===== src/rtl/hbridge_ctrl.sv =====
module hbridge_ctrl #(
  parameter int DRV_DLY = 1875,
  parameter int DIS_DLY = 1000
) (
  input  logic clk,
  input  logic rst_n,
  input  logic dir_a,
  input  logic dir_b,
  input  logic inh_hi,
  input  logic inh_lo_n,
  input  logic mode_sel,
  input  logic uv_det,
  input  logic ot_det,
  input  logic oc_hi_det,
  input  logic oc_lo_det,
  output logic a_hi,
  output logic a_lo,
  output logic b_hi,
  output logic b_lo,
  output logic stat_n
);
  localparam int MAXD = (DRV_DLY > DIS_DLY) ? DRV_DLY : DIS_DLY;
  localparam int CW   = (MAXD < 2) ? 1 : $clog2(MAXD + 1);
  localparam logic [CW-1:0] DRV_LD = CW'(DRV_DLY - 1);
  localparam logic [CW-1:0] DIS_LD = CW'(DIS_DLY - 1);
  localparam int IA = 0, IB = 1, IH = 2, IL = 3, IM = 4;

  typedef enum logic [2:0] {
    MD_OFF, MD_DIS, MD_FWD, MD_REV, MD_BLO, MD_BHI
  } mode_t;

  logic [4:0] sy1, sy2, sy3;
  logic       flt_q, uv_q;
  mode_t      cur, pend, tgt;
  logic [CW-1:0] cnt;
  logic       fault_now, urgent, clr_edge, disabled;

  always_ff @(posedge clk or negedge rst_n)
    if (!rst_n) begin
      sy1 <= '0;
      sy2 <= '0;
      sy3 <= '0;
    end else begin
      sy1 <= {mode_sel, inh_lo_n, inh_hi, dir_b, dir_a};
      sy2 <= sy1;
      sy3 <= sy2;
    end

  assign fault_now = oc_hi_det | oc_lo_det | ot_det;
  assign urgent    = flt_q | fault_now | uv_det;
  assign clr_edge  = sy2[IM] ? ((sy3[IA] & ~sy2[IA]) | (~sy3[IB] & sy2[IB]))
                             : ((sy3[IH] & ~sy2[IH]) | (~sy3[IL] & sy2[IL]));
  assign disabled  = ~sy2[IM] & (sy2[IH] | ~sy2[IL]);

  always_comb begin
    unique case ({sy2[IA], sy2[IB]})
      2'b10:   tgt = MD_FWD;
      2'b01:   tgt = MD_REV;
      2'b00:   tgt = MD_BLO;
      default: tgt = MD_BHI;
    endcase
    if (disabled) tgt = MD_DIS;
  end

  always_ff @(posedge clk or negedge rst_n)
    if (!rst_n) begin
      flt_q <= 1'b0;
      uv_q  <= 1'b0;
    end else begin
      uv_q <= uv_det;
      if (fault_now)     flt_q <= 1'b1;
      else if (clr_edge) flt_q <= 1'b0;
    end

  always_ff @(posedge clk or negedge rst_n)
    if (!rst_n) begin
      cur  <= MD_OFF;
      pend <= MD_OFF;
      cnt  <= '0;
    end else if (urgent) begin
      cur  <= MD_OFF;
      pend <= MD_OFF;
      cnt  <= '0;
    end else if (tgt != pend) begin
      pend <= tgt;
      cnt  <= (tgt == MD_DIS) ? DIS_LD : DRV_LD;
    end else if (cnt != '0) begin
      cnt <= cnt - 1'b1;
    end else begin
      cur <= pend;
    end

  assign a_hi   = (cur == MD_FWD) | (cur == MD_BHI);
  assign a_lo   = (cur == MD_REV) | (cur == MD_BLO);
  assign b_hi   = (cur == MD_REV) | (cur == MD_BHI);
  assign b_lo   = (cur == MD_FWD) | (cur == MD_BLO);
  assign stat_n = ~(flt_q | uv_q | (cur == MD_DIS));
endmodule



===== config.mk =====
export PLATFORM = sky130hd
export DESIGN_NAME = hbridge_ctrl
export DESIGN_NICKNAME = d
export VERILOG_FILES = /design/src/rtl/hbridge_ctrl.sv
export SDC_FILE = /design/constraint.sdc
export NUM_CORES = 1
export LEC_CHECK = 0
export ABC_CLOCK_PERIOD_IN_PS = 1960
export BUFFER_PORTS_ARGS = -buffer_cell sky130_fd_sc_hd__buf_2
export CAP_MARGIN = 40
export CORE_MARGIN = 2
export CORE_UTILIZATION = 40
export DETAILED_ROUTE_END_ITERATION = 8
export MAX_ROUTING_LAYER = met4
export SYNTH_ARGS = -nofsm -noshare
export SYNTH_HDL_FRONTEND = slang
export SYNTH_SLANG_ARGS = --single-unit

===== constraint.sdc =====
create_clock -name clk -period 1.96 [get_ports clk]
set_input_delay 0.098 -clock clk [delete_from_list [all_inputs] [get_ports clk]]
set_output_delay 0.098 -clock clk [all_outputs]
set_load 0.005 [all_outputs]

After elaboration in Yosys (flattened, before gate mapping)
Index checks and enable logic that the tools add are counted.
{"block": "word_totals", "reg_bits": 33, "in_bits": 11, "out_inout_bits": 5, "elab_cells": 65}
{"block": "op_classes", "n_addsub": 1, "n_eq_ne": 11, "n_mux": 14, "n_bitwise": 25, "n_reduce_logical": 6}
{"operator": "$mux W11", "count": 4}
{"operator": "$mux W3", "count": 6}
{"operator": "$or A1 B1 Y1", "count": 13}
{"operator": "$reduce_bool A11 Y1", "count": 1}
{"operator": "$sub A11 B1 Y11 const B", "count": 1}
{"operator": "$pmux W3 S3", "count": 1}
{"operator": "$not A1 Y1", "count": 7}
{"operator": "$eq A3 B1 Y1 const B", "count": 2}
{"operator": "$eq A3 B2 Y1 const B", "count": 2}
{"operator": "$eq A3 B3 Y1 const B", "count": 2}
{"operator": "$and A1 B1 Y1", "count": 5}
{"operator": "$ne A2 B2 Y1 const B", "count": 2}
{"operator": "$reduce_bool A2 Y1", "count": 2}
{"operator": "$mux W1", "count": 3}
{"operator": "$ne A3 B3 Y1", "count": 1}
{"operator": "$reduce_bool A3 Y1", "count": 1}
{"operator": "$eq A2 B1 Y1 const B", "count": 1}
{"operator": "$eq A2 B2 Y1 const B", "count": 1}
{"operator": "$logic_not A2 Y1", "count": 1}
{"operator": "$reduce_and A2 Y1", "count": 1}

Logic depth before layout (Yosys ltp)
{"block": "logic_depth", "word_depth": 8, "mapped_depth": 8, "ltp_nobuf": 7}

Worst setup path before layout
No wires, ideal clock.
{"block": "synth_timing", "path_kind": "reg2reg", "from": "register sy2[0]", "to": "register cnt[10]", "setup_time_ns": 0.083, "t_arrival_ns": 1.959, "required_time_ns": 1.877, "path_slack_ns": -0.082, "stages_incl_launch_ff": 9, "n_path_buf": 1, "period_less_slack_ns": 2.042, "path_cell_list": "dfrtp_1 inv_1 ha_1 or3b_2 a222oi_1 or2_2 buf_4 o2111ai_1 o21ai_0"}
{"block": "synth_via", "elab_chain_cells": 7, "word_cells_on_any_way": 11, "classes_between": "eq/ne: 4; mux: 5; reduce/logical: 2"}
{"element": "start, declared", "line": "32", "source": "logic [4:0] sy1, sy2, sy3;"}
{"element": "start signal, assigned", "line": "45", "source": "sy2 <= sy1;"}
{"element": "$eq A2 B1 Y1, or another cell as far along", "line": "56", "source": "unique case ({sy2[IA], sy2[IB]})"}
{"element": "$pmux W3 S3 *", "line": "56"}
{"element": "$mux W3 *", "line": "62", "source": "if (disabled) tgt = MD_DIS;"}
{"element": "$eq A3 B1 Y1", "line": "86", "source": "cnt <= (tgt == MD_DIS) ? DIS_LD : DRV_LD;"}
{"element": "$mux W11", "line": "86"}
{"element": "$mux W11", "line": "84", "source": "end else if (tgt != pend) begin"}
{"element": "$mux W11", "line": "80", "source": "end else if (urgent) begin"}
{"element": "end signal, assigned", "line": "86"}
{"element": "end signal, assigned", "line": "88", "source": "cnt <= cnt - 1'b1;"}
{"element": "end, declared", "line": "35", "source": "logic [CW-1:0] cnt;"}
Mark *: on every way between the ends. The rest lies on a longest branch, timed or not.
A chain may end at the register's enable or synchronous reset.

Worst setup path in the final report
{"block": "layout_timing", "from": "register sy2[1]", "to": "register cnt[4]"}
The elaborated chain is that of the path after synthesis.

==> results.json <==
{
  "status": "complete, no violations",
  "rsz0062_at_grt": "yes",
  "first_pass_iters": 4,
  "drt-total-wl_um": 2982,
  "hp-class": "in -> reg",
  "cts_tree": "built",
  "finalInstanceArea_sq_mm": 0.001964,
  "ys_seq_elements": 33,
  "ant_nets": 0,
  "ir_worst_vdd_mv": 0.6493,
  "die_y_um": 64.70,
  "post-route-period-util": 0.9797,
  "p_leak_nw": 0.9625,
  "grt_usage": 0.1653,
  "wl_met3_um": 105,
  "cts.sink_count": 33,
  "clkTransAtPathRegs_ps": 70,
  "vias_per_cell": 4.942,
  "rows": 22,
  "crit_type": "reg -> reg",
  "drc_errors": 0,
  "synth_seq_area_share": 0.5603,
  "root_buffer": "clkbuf_8",
  "synth_warnings": 0,
  "gr-total-overflow": 0,
  "io_pins": 16,
  "synth_area_sq_mm": 0.001474,
  "layout-drive-gt1-share": 0.3146,
  "cp-start-kind": "flop",
  "routed-wl-met2_um": 1463,
  "cts_buffer_depth": 2,
  "avgSynthCellArea_sq_um": 10.84,
  "drv_cap": 0,
  "setup_viol": 0,
  "syn_nets": 151,
  "synth_edf_count": 0,
  "fin_crit_ps": 1920,
  "synth_flop_cell": "dfrtp_1",
  "h-tree-depth": 2,
  "io_buffers": 15,
  "area_growth_pct": 33.28,
  "clk_latency_ps": 290,
  "fp.dieArea_sq_mm": 0.004186,
  "routedWlPerCell_um": 13.19,
  "mostFrequentLayoutCells": "dfrtp_1 (33), buf_2 (15), buf_4 (13)",
  "setup-tns-final_ps": 0,
  "drtIter0Drc": 52,
  "synth.distinct_cells": 39,
  "die_w_um": 64.70,
  "p_per_area_mw_per_mm2": 729.1,
  "crit_arrival_ps": 2140,
  "place_area_sq_mm": 0.001700,
  "core_sq_mm": 0.003606,
  "grt_pass1_wl_um": 5009,
  "end_kind": "flop",
  "grt_pass1_vias": 1109,
  "worst_path_max_delay_cell": "dfrtp_1",
  "clock_skew_ps": 4.356,
  "grt_max_degree": 34,
  "hold_violations": 0,
  "synth.area.top_cells": "dfrtp_1 (56%), ha_1 (3.4%), nor2_1 (3.1%)",
  "antenna_found_initial": 0,
  "max_freq_mhz": 520.8,
  "cp_slowest_stage_delay_ps": 430,
  "wl_met1_um": 1358,
  "vias": 1117,
  "post-place-cells": 208,
  "synth_cells": 136,
  "cp_max_fo": 5,
  "synth_area_leader_cell": "dfrtp_1",
  "finalMaxSlewViolations": 0,
  "async_reset_ff_frac": 1.000,
  "place_congestion": 0.8256,
  "cp_cell_sequence": "inv_2 -> ha_4 -> or3b_4 -> a222oi_1 -> buf_4 -> or2_4 -> nand4_1 -> o21ai_1",
  "synth_top_area_frac": 0.5603,
  "antenna_cells": 0,
  "final_common_cell": "dfrtp_1",
  "dpl.hpwl_um": 2051,
  "num-nets-final": 192,
  "start_util": 0.4087,
  "tightest_slew_ps": 699.9,
  "cp.required_ps": 2180,
  "fin_cells": 226,
  "cts_buffers": 5,
  "slew_headroom": 0.5334,
  "topRoutingLayerUsed": "met4"
}
==> Yosys cell counts (all sizes together) (2+ instances only) <==
master and n:
buf 2, nand3b 2, mux2i 3, a21o 2, o31ai 2, o22ai 3
inv 9, nand2 9, nand2b 3, nor4 2, or2 2, a21oi 5
nor2 12, or3 5, xnor2 5, o21ai 10, ha 4, xor2 4
dfrtp 33, or4 3, nor3 3
==> report_power, final <==
| group | internal (mW) | switching, mW | total (mW) |
|---|---|---|---|
| combinational | 0.0404 | 0.0399 | 0.0804 |
| sequential | 0.698 | 0.00919 | 0.707 |
| clock | 0.380 | 0.265 | 0.645 |
==> layout make-up <==
cell class / instances / area, sq um
Fill cell: 332 / 1642
Sequential cell: 33 / 825.8
Multi-Input combinational cell: 92 / 675.6
Timing Repair Buffer: 36 / 254.0
Clock buffer: 5 / 68.82
Tap cell: 48 / 60.06
Clock inverter: 3 / 46.29
Inverter: 9 / 33.78
==> metrics by stage <==
step | hold slack [ps] | worst slack, ps | total power, mW | utilization
3_3_place_gp | 178.0 | 10.42 | 0.7819 | 0.4715
4_1_cts | 103.2 | 0.4896 | 1.443 | 0.5274
3_5_place_dp | 194.0 | -32.00 | 0.7850 | 0.4715
5_1_grt | 143.6 | -59.80 | 1.495 | 0.5448
6_report | 111.3 | 39.71 | 1.432 | 0.5448
2_1_floorplan | -197.6 | 9.072 | 0.7469 | -
==> sequential cells by signal, summed over array words and instances (netlist names) <==
name,flops
sy1,5
cur,3
flt_q,1
sy3,4
uv_q,1
cnt,11
sy2,5
pend,3
==> worst max-delay path, delay by kind of cell, from the launching register on <==
family / cells / cell delay (ps)
adders and majority gates: 1 / 200
AOI/OAI and AO/OA: 2 / 310
and+or+nand+nor: 3 / 610
buffers and inverters: 2 / 300
DFF: 1 / 430
==> worst paths after layout <==
check,startpoint,to,slack [ps],cells after the start
worst max-delay path,sy2[1],cnt[4],40,8
worst min-delay path,ot_det,flt_q,110,3
worst max register to register,sy2[1],cnt[4],40,8
worst min register to register,sy1[4],sy2[4],350,0
max in group asynchronous,rst_n,cur[0],1130,2
min in group asynchronous,rst_n,sy1[4],380,2
==> routing by layer <==
layer  global-route usage  vias up
met1               0.2045      534
met4              0.07181        0
met5                    -        -
met2               0.2539       20
met3              0.04688        6
li1                     -      557
==> cells by family after synthesis <==
| logic type | Yosys count | synth area share |
|---|---|---|
| buf+inv | 12 | 0.03395 |
| xor+xnor | 9 | 0.05857 |
| flops | 33 | 0.5603 |
| mux | 3 | 0.02037 |
| simple gates | 50 | 0.1902 |
| compound gates | 25 | 0.1027 |
| fa+ha+maj | 4 | 0.03396 |
==> what timing repair did <==
action | 4_1_cts | 5_1_grt
setup endpoints to repair | 6 | 14
pin swaps | 3 | 7
hold buffers | 7 | 0
resized for setup | 2 | 12
endpoints found under the hold margin | 39 | 0
gates cloned | 0 | 1
buffers inserted | 1 | 1
No activity file was read; power rests on OpenSTA's default activity.
